[src/rtl/prs_pkg.sv]
package prs_pkg;

  typedef enum logic [1:0] {
    ST_IDLE = 2'd0,
    ST_FULL = 2'd1,
    ST_ONE  = 2'd2
  } prs_state_e;

endpackage

[src/rtl/prs_trigger.sv]
module prs_trigger #(
  parameter int NUM_CH      = 12,
  parameter int PAGE_W      = 2,
  parameter int CH_W        = 4,
  parameter int HOLDOFF_CYC = 8,
  localparam int HOLD_W     = $clog2(HOLDOFF_CYC + 1)
) (
  input  logic              clk,
  input  logic              rst_n,
  input  logic              recall_pin,
  input  logic [PAGE_W-1:0] page_sel,
  input  logic              cmd_all,
  input  logic              cmd_one,
  input  logic [PAGE_W-1:0] cmd_page,
  input  logic [CH_W-1:0]   cmd_ch,
  input  logic              idle,
  input  logic              done,
  output logic              start,
  output logic              start_full,
  output logic [PAGE_W-1:0] start_page,
  output logic [CH_W-1:0]   start_ch,
  output logic              start_clr
);

  logic              pin_prev_q, pin_prev_d;
  logic              por_q, por_d;
  logic [HOLD_W-1:0] hold_q, hold_d;
  logic              pin_rise;
  logic              hold_act;
  logic              ch_ok;

  assign pin_rise = recall_pin & ~pin_prev_q;
  assign hold_act = (hold_q != '0);
  assign ch_ok    = (int'(cmd_ch) < NUM_CH);

  // arbitration: power-up, pin, recall-all, single channel
  always_comb begin
    start      = 1'b0;
    start_full = 1'b1;
    start_page = page_sel;
    start_ch   = '0;
    start_clr  = 1'b0;
    if (idle) begin
      if (por_q) begin
        start     = 1'b1;
        start_clr = 1'b1;
      end else if (pin_rise && !hold_act) begin
        start     = 1'b1;
        start_clr = 1'b1;
      end else if (cmd_all) begin
        start      = 1'b1;
        start_page = cmd_page;
      end else if (cmd_one && ch_ok) begin
        start      = 1'b1;
        start_full = 1'b0;
        start_page = cmd_page;
        start_ch   = cmd_ch;
      end
    end
  end

  always_comb begin
    pin_prev_d = recall_pin;
    por_d      = por_q & ~start;
    hold_d     = hold_q;
    if (done) begin
      hold_d = HOLD_W'(HOLDOFF_CYC);
    end else if (hold_act) begin
      hold_d = hold_q - HOLD_W'(1);
    end
  end

  always_ff @(posedge clk or negedge rst_n) begin
    if (!rst_n) begin
      pin_prev_q <= 1'b1;
      por_q      <= 1'b1;
      hold_q     <= '0;
    end else begin
      pin_prev_q <= pin_prev_d;
      por_q      <= por_d;
      hold_q     <= hold_d;
    end
  end

endmodule

[src/rtl/prs_fsm.sv]
module prs_fsm
  import prs_pkg::*;
#(
  parameter int NUM_CH = 12,
  parameter int PAGE_W = 2,
  parameter int CH_W   = 4,
  parameter int ADDR_W = 6
) (
  input  logic              clk,
  input  logic              rst_n,
  input  logic              start,
  input  logic              start_full,
  input  logic [PAGE_W-1:0] start_page,
  input  logic [CH_W-1:0]   start_ch,
  output logic              rd_en,
  output logic [ADDR_W-1:0] rd_addr,
  output logic [CH_W-1:0]   rd_ch,
  output logic              rd_last,
  output logic              running
);

  localparam logic [CH_W-1:0] LAST_CH = CH_W'(NUM_CH - 1);

  prs_state_e        st_q, st_d;
  logic [CH_W-1:0]   idx_q, idx_d;
  logic [PAGE_W-1:0] page_q;
  logic              idx_en;
  logic              page_en;

  always_comb begin
    st_d    = st_q;
    idx_d   = idx_q;
    idx_en  = 1'b0;
    page_en = 1'b0;
    unique case (st_q)
      ST_IDLE: begin
        if (start) begin
          st_d    = start_full ? ST_FULL : ST_ONE;
          idx_d   = start_full ? '0 : start_ch;
          idx_en  = 1'b1;
          page_en = 1'b1;
        end
      end
      ST_FULL: begin
        if (idx_q == LAST_CH) begin
          st_d = ST_IDLE;
        end else begin
          idx_d  = idx_q + CH_W'(1);
          idx_en = 1'b1;
        end
      end
      ST_ONE: begin
        st_d = ST_IDLE;
      end
      default: begin
        st_d = ST_IDLE;
      end
    endcase
  end

  always_ff @(posedge clk or negedge rst_n) begin
    if (!rst_n) begin
      st_q <= ST_IDLE;
    end else begin
      st_q <= st_d;
    end
  end

  always_ff @(posedge clk or negedge rst_n) begin
    if (!rst_n) begin
      idx_q <= '0;
    end else if (idx_en) begin
      idx_q <= idx_d;
    end
  end

  always_ff @(posedge clk or negedge rst_n) begin
    if (!rst_n) begin
      page_q <= '0;
    end else if (page_en) begin
      page_q <= start_page;
    end
  end

  assign running = (st_q != ST_IDLE);
  assign rd_en   = running;
  assign rd_ch   = idx_q;
  assign rd_last = (st_q == ST_ONE) || (idx_q == LAST_CH);
  assign rd_addr = ADDR_W'(page_q) * ADDR_W'(NUM_CH) + ADDR_W'(idx_q);

endmodule

[src/rtl/prs_wrstage.sv]
module prs_wrstage #(
  parameter int NUM_CH = 12,
  parameter int CH_W   = 4,
  parameter int DATA_W = 8
) (
  input  logic              clk,
  input  logic              rst_n,
  input  logic              rd_en,
  input  logic [CH_W-1:0]   rd_ch,
  input  logic              rd_last,
  input  logic [DATA_W-1:0] rd_data,
  output logic              wr_pend,
  output logic [NUM_CH-1:0] wr_en,
  output logic [DATA_W-1:0] wr_data,
  output logic              done
);

  logic            v_q;
  logic [CH_W-1:0] ch_q;
  logic            last_q;

  always_ff @(posedge clk or negedge rst_n) begin
    if (!rst_n) begin
      v_q <= 1'b0;
    end else begin
      v_q <= rd_en;
    end
  end

  always_ff @(posedge clk or negedge rst_n) begin
    if (!rst_n) begin
      ch_q   <= '0;
      last_q <= 1'b0;
    end else if (rd_en) begin
      ch_q   <= rd_ch;
      last_q <= rd_last;
    end
  end

  for (genvar g = 0; g < NUM_CH; g++) begin : g_strobe
    assign wr_en[g] = v_q && (ch_q == CH_W'(g));
  end

  assign wr_pend = v_q;
  assign wr_data = rd_data;
  assign done    = v_q & last_q;

endmodule

[src/rtl/page_recall_seq.sv]
module page_recall_seq #(
  parameter int NUM_CH      = 12,
  parameter int DATA_W      = 8,
  parameter int NUM_PAGES   = 4,
  parameter int HOLDOFF_CYC = 8,
  localparam int PAGE_W     = $clog2(NUM_PAGES),
  localparam int CH_W       = $clog2(NUM_CH),
  localparam int ADDR_W     = $clog2(NUM_PAGES * NUM_CH)
) (
  input  logic              clk,
  input  logic              rst_n,
  input  logic              recall_pin,
  input  logic [PAGE_W-1:0] page_sel,
  input  logic              cmd_all,
  input  logic              cmd_one,
  input  logic [PAGE_W-1:0] cmd_page,
  input  logic [CH_W-1:0]   cmd_ch,
  output logic              busy,
  output logic              wen_clr,
  output logic              mem_rd_en,
  output logic [ADDR_W-1:0] mem_rd_addr,
  input  logic [DATA_W-1:0] mem_rd_data,
  output logic [NUM_CH-1:0] ch_wr_en,
  output logic [DATA_W-1:0] ch_wr_data
);

  logic [1:0]        rst_sync_q;
  logic              rst_i_n;
  logic              start;
  logic              start_full;
  logic [PAGE_W-1:0] start_page;
  logic [CH_W-1:0]   start_ch;
  logic              start_clr;
  logic [CH_W-1:0]   rd_ch;
  logic              rd_last;
  logic              running;
  logic              wr_pend;
  logic              done;
  logic              wen_q;

  // asynchronous assertion, synchronous release
  always_ff @(posedge clk or negedge rst_n) begin
    if (!rst_n) begin
      rst_sync_q <= '0;
    end else begin
      rst_sync_q <= {rst_sync_q[0], 1'b1};
    end
  end
  assign rst_i_n = rst_sync_q[1];

  prs_trigger #(
    .NUM_CH     (NUM_CH),
    .PAGE_W     (PAGE_W),
    .CH_W       (CH_W),
    .HOLDOFF_CYC(HOLDOFF_CYC)
  ) u_trig (
    .clk       (clk),
    .rst_n     (rst_i_n),
    .recall_pin(recall_pin),
    .page_sel  (page_sel),
    .cmd_all   (cmd_all),
    .cmd_one   (cmd_one),
    .cmd_page  (cmd_page),
    .cmd_ch    (cmd_ch),
    .idle      (~busy),
    .done      (done),
    .start     (start),
    .start_full(start_full),
    .start_page(start_page),
    .start_ch  (start_ch),
    .start_clr (start_clr)
  );

  prs_fsm #(
    .NUM_CH(NUM_CH),
    .PAGE_W(PAGE_W),
    .CH_W  (CH_W),
    .ADDR_W(ADDR_W)
  ) u_fsm (
    .clk       (clk),
    .rst_n     (rst_i_n),
    .start     (start),
    .start_full(start_full),
    .start_page(start_page),
    .start_ch  (start_ch),
    .rd_en     (mem_rd_en),
    .rd_addr   (mem_rd_addr),
    .rd_ch     (rd_ch),
    .rd_last   (rd_last),
    .running   (running)
  );

  prs_wrstage #(
    .NUM_CH(NUM_CH),
    .CH_W  (CH_W),
    .DATA_W(DATA_W)
  ) u_wr (
    .clk    (clk),
    .rst_n  (rst_i_n),
    .rd_en  (mem_rd_en),
    .rd_ch  (rd_ch),
    .rd_last(rd_last),
    .rd_data(mem_rd_data),
    .wr_pend(wr_pend),
    .wr_en  (ch_wr_en),
    .wr_data(ch_wr_data),
    .done   (done)
  );

  always_ff @(posedge clk or negedge rst_i_n) begin
    if (!rst_i_n) begin
      wen_q <= 1'b0;
    end else begin
      wen_q <= start & start_clr;
    end
  end

  assign wen_clr = wen_q;
  assign busy    = running | wr_pend;

endmodule

[config.mk]
export PLATFORM = sky130hd
export DESIGN_NAME = page_recall_seq
export DESIGN_NICKNAME = d
export VERILOG_FILES = /design/src/rtl/prs_pkg.sv /design/src/rtl/prs_trigger.sv /design/src/rtl/prs_fsm.sv /design/src/rtl/prs_wrstage.sv /design/src/rtl/page_recall_seq.sv
export SDC_FILE = /design/constraint.sdc
export NUM_CORES = 1
export LEC_CHECK = 0
export ABC_AREA = 0
export BUFFER_PORTS_ARGS = -buffer_cell sky130_fd_sc_hd__buf_4
export CORE_ASPECT_RATIO = 1.2
export CORE_MARGIN = 2
export CORE_UTILIZATION = 53
export CTS_CLUSTER_SIZE = 12
export DETAILED_ROUTE_END_ITERATION = 12
export PLACE_DENSITY = 0.82
export SLEW_MARGIN = 20
export SYNTH_ARGS = -nofsm -noshare
export SYNTH_HDL_FRONTEND = slang
export SYNTH_SLANG_ARGS = --single-unit
[constraint.sdc]
create_clock -name clk -period 3.2 [get_ports clk]
set_input_delay 0.32 -clock clk [delete_from_list [all_inputs] [get_ports clk]]
set_output_delay 0.32 -clock clk [all_outputs]
set_load 0.005 [all_outputs]
==> reports/metrics.csv <==
metric;value;unit
switching share of power;40.79;%
CP Launch Type;flip-flop;
CP peak stage delay;0.40;ns
Crit Reg-Reg Startpoint;u_trig.hold_q[0];
total iterations of the first detailed-routing run;5;
Clk pin slew, worst setup/hold paths;0.13;ns
Design Power;1.508;mW
Core Rows;20;
R2R depth;6;
#FFs+latches synth;23;
Worst-Margin Slew;0.8128;ns
Sequential Power Share;38.1;%
clock tree buffer depth;2;
Resized Gates After CTS;0;
final setup TNS;0;ns
Initial Util;55.55;%
Final setup viols;0;
period utilization;70.25;%
Post-synth EDFFs;0;
average size of a mapped cell;10.15;um^2
hold_buf cts;1;
final setup margin;0.9521;ns
hold depth;1;
Hold WS;0.1002;ns
DR iter-0 viols;24;
Slew headroom;45.81;%
pin count of the biggest net entering global routing;22;
Int Power;893.0;uW
final wirelength;2.920;mm
part of the power in combinational logic;52.8;%
Final Net Count;192;
IO Port Bufs;33;
H-tree depth;1;
area of the die;3050;um^2
Slew Limit Fails;0;
FF-to-FF setup slack;1.27;ns
final hold vios;0;
vias;1156;
first-pass GRT wire length;4.864;mm
netlist area before placement;1390;um^2
r2r endpoint;u_fsm.rd_ch[3];
vias in the first global route;1085;
CTS root buffer;clkbuf_4;
Vias/cell;5.928;
asr flop ratio synth;100.0;%
maxcap violations;0;
height of the die;60.10;um
worst-path maximum fanout;3;
Post-Syn Nets;166;
post-synthesis cell type count;47;
Inst Count DP;190;
status;finished, final reports clean;
CTS buffer count;3;
die span in x;50.75;um
Clock Skews;0.005615;ns
Setup CP Type;reg -> out;
LEAKAGE;0.7540;nW
worst slack, placed;1.284;ns
P&R area growth vs syn;16.74;%
warning count from the yosys run;0;
TritonCTS clock tree;done;
Main synth FF type;dfrtp_1;
VDD IR max;0.5789;mV
min-delay src;recall_pin;
Post-CTS Setup Repair Bufs;0;
hpwl dp;2.196;mm
worst path arrival time;1.93;ns
Critical Path RT;2.88;ns
sw power;615.2;uW
Tmin final;2.248;ns
Max Clock Freq;444.9;MHz
hold endpoint;u_trig.pin_prev_q;
critical path cell sequence;inv_1 -> ha_1 -> inv_1 -> ha_1 -> a21o_1 -> nand2_1 -> xnor2_1 -> buf_4;
layout cells sized above 1;32.10;%
Synth Instances;137;
antenna violations before repair;0;
Clock Power Share;9.2;%
global placer's final weighted congestion;0.8040;
clock sink total;23;
antenna diode count;0;
gr ovfl total;0;
sequential-to-total area share from yosys stat;41.58;%
Non-Filler Instances;195;
number of nets still failing antenna checks after routing;0;
drt drc;0;
Setup crit end kind;output pin;
Power Density;929.4;nW/um^2
CP max-delay cell;dfrtp_1;
Total GRT Usage;21.10;%
type of the worst min-delay path;in -> reg;
worst skew pair latency;0.32;ns
RSZ-0062 raised after global routing;no;
# IOs;50;
core area;2502;um^2
Wirelength per Cell;14.97;um
## synth_stat cells, drive strengths merged (2+ instances only)
cell	n	area, um^2
dfrtp	21	525.5
nor2	14	52.55
buf	11	86.33
ha	7	87.58
inv	6	22.52
mux2	6	67.56
nand2	6	22.52
nor3	5	25.02
a211oi	4	35.03
nand2b	4	25.02
nand3	4	20.02
a21oi	3	18.77
a221o	3	30.03
nand3b	3	22.52
xnor2	3	26.28
a21boi	2	15.01
a21o	2	15.01
and2	2	13.77
clkbuf	2	7.510
dfstp	2	52.55
nor2b	2	12.51
nor4	2	12.51
o21a	2	15.01
or3	2	12.51
## sequential cells by signal (all words and copies together), names as in the netlist
name / flops
u_fsm.rd_ch: 4
u_wr.ch_q: 4
u_trig.por_q: 1
u_fsm.st_q: 2
u_fsm.page_q: 2
u_wr.last_q: 1
u_trig.pin_prev_q: 1
wen_clr: 1
u_trig.hold_q: 4
rst_sync_q: 2
u_wr.wr_pend: 1
## metrics by stage
step	utilization, %	cell area, um^2
5_1_grt	64.85	1623
2_1_floorplan	-	1390
3_3_place_gp	63.35	1585
3_5_place_dp	63.35	1585
4_1_cts	64.85	1623
6_report	64.85	1623
## routing by layer
layer | wire, um | vias to the layer above | track usage (%) | part of all wire (%)
met3 | 156 | 9 | 3.250 | 5.3
met1 | 1163 | 562 | 25.24 | 40
met4 | 66 | 0 | 8.108 | 2.3
met2 | 1533 | 53 | 38.16 | 53
met5 | 0 | - | 0 | 0
li1 | - | 532 | - | -
## logic make-up after synthesis
logic type      after synthesis  synth area share [%]
simple gates                 49                 18.81
mux                           7                 5.580
fa+ha+maj                     8                 7.741
xor+xnor                      4                 2.521
compound gates               26                 15.12
buf+inv                      19                 8.371
other cells                   1                0.2698
flops                        23                 41.58
## how the worst max path moves through the flow
stage                           startpoint        endpoint  slack, ns  depth (start not counted)
after global routing       u_fsm.page_q[0]  mem_rd_addr[5]       0.85                          8
after global placement    u_trig.hold_q[0]  u_fsm.rd_ch[0]       1.39                          6
final                      u_fsm.page_q[0]  mem_rd_addr[5]       0.95                          8
after CTS                  u_fsm.page_q[0]  mem_rd_addr[5]       0.94                          8
after detailed placement  u_trig.hold_q[0]  u_fsm.rd_ch[3]       1.28                          6
after floorplan           u_trig.hold_q[0]  u_fsm.rd_ch[0]       1.48                          6
## final cells by class
type / instances / area [um^2]
repair buffers: 34 / 257.7
clock inverters: 1 / 5.005
multi-input cells: 95 / 695.7
well taps: 33 / 41.29
flip-flops and latches: 23 / 578.1
clock buffers: 3 / 22.52
fillers: 213 / 879.6
inverters: 6 / 22.52
## cell usage in the layout (no fill, tap or decap), types with 4 or more instances in the layout
master | Yosys | layout
nand2b_1 | 4 | 4
nor2_1 | 14 | 14
ha_1 | 7 | 7
dfrtp_1 | 21 | 21
inv_1 | 6 | 6
nand3_1 | 4 | 4
nor3_1 | 5 | 5
mux2_2 | 6 | 6
nand2_1 | 6 | 6
buf_4 | 10 | 33
## power by group through the flow
stage / clock network, mW / registers [mW] / logic (mW)
finish: 0.138 / 0.574 / 0.796
global route: 0.150 / 0.596 / 0.881
CTS: 0.141 / 0.572 / 0.802
detailed placement: 0 / 0.577 / 0.793
global placement: 0 / 0.564 / 0.752
floorplan: 0 / 0.510 / 0.569
## worst max-delay path: cells and delay by family, from the launching register on
kind                       cells  cell delay, ns
buffers and inverters          3            0.31
adders and majority gates      2            0.52
and+or+nand+nor                1            0.09
xor gates and xnor gates       1            0.13
DFF                            1            0.40
AOI/OAI and AO/OA              1            0.16
Note: power is estimated with default switching activity, not from simulation.
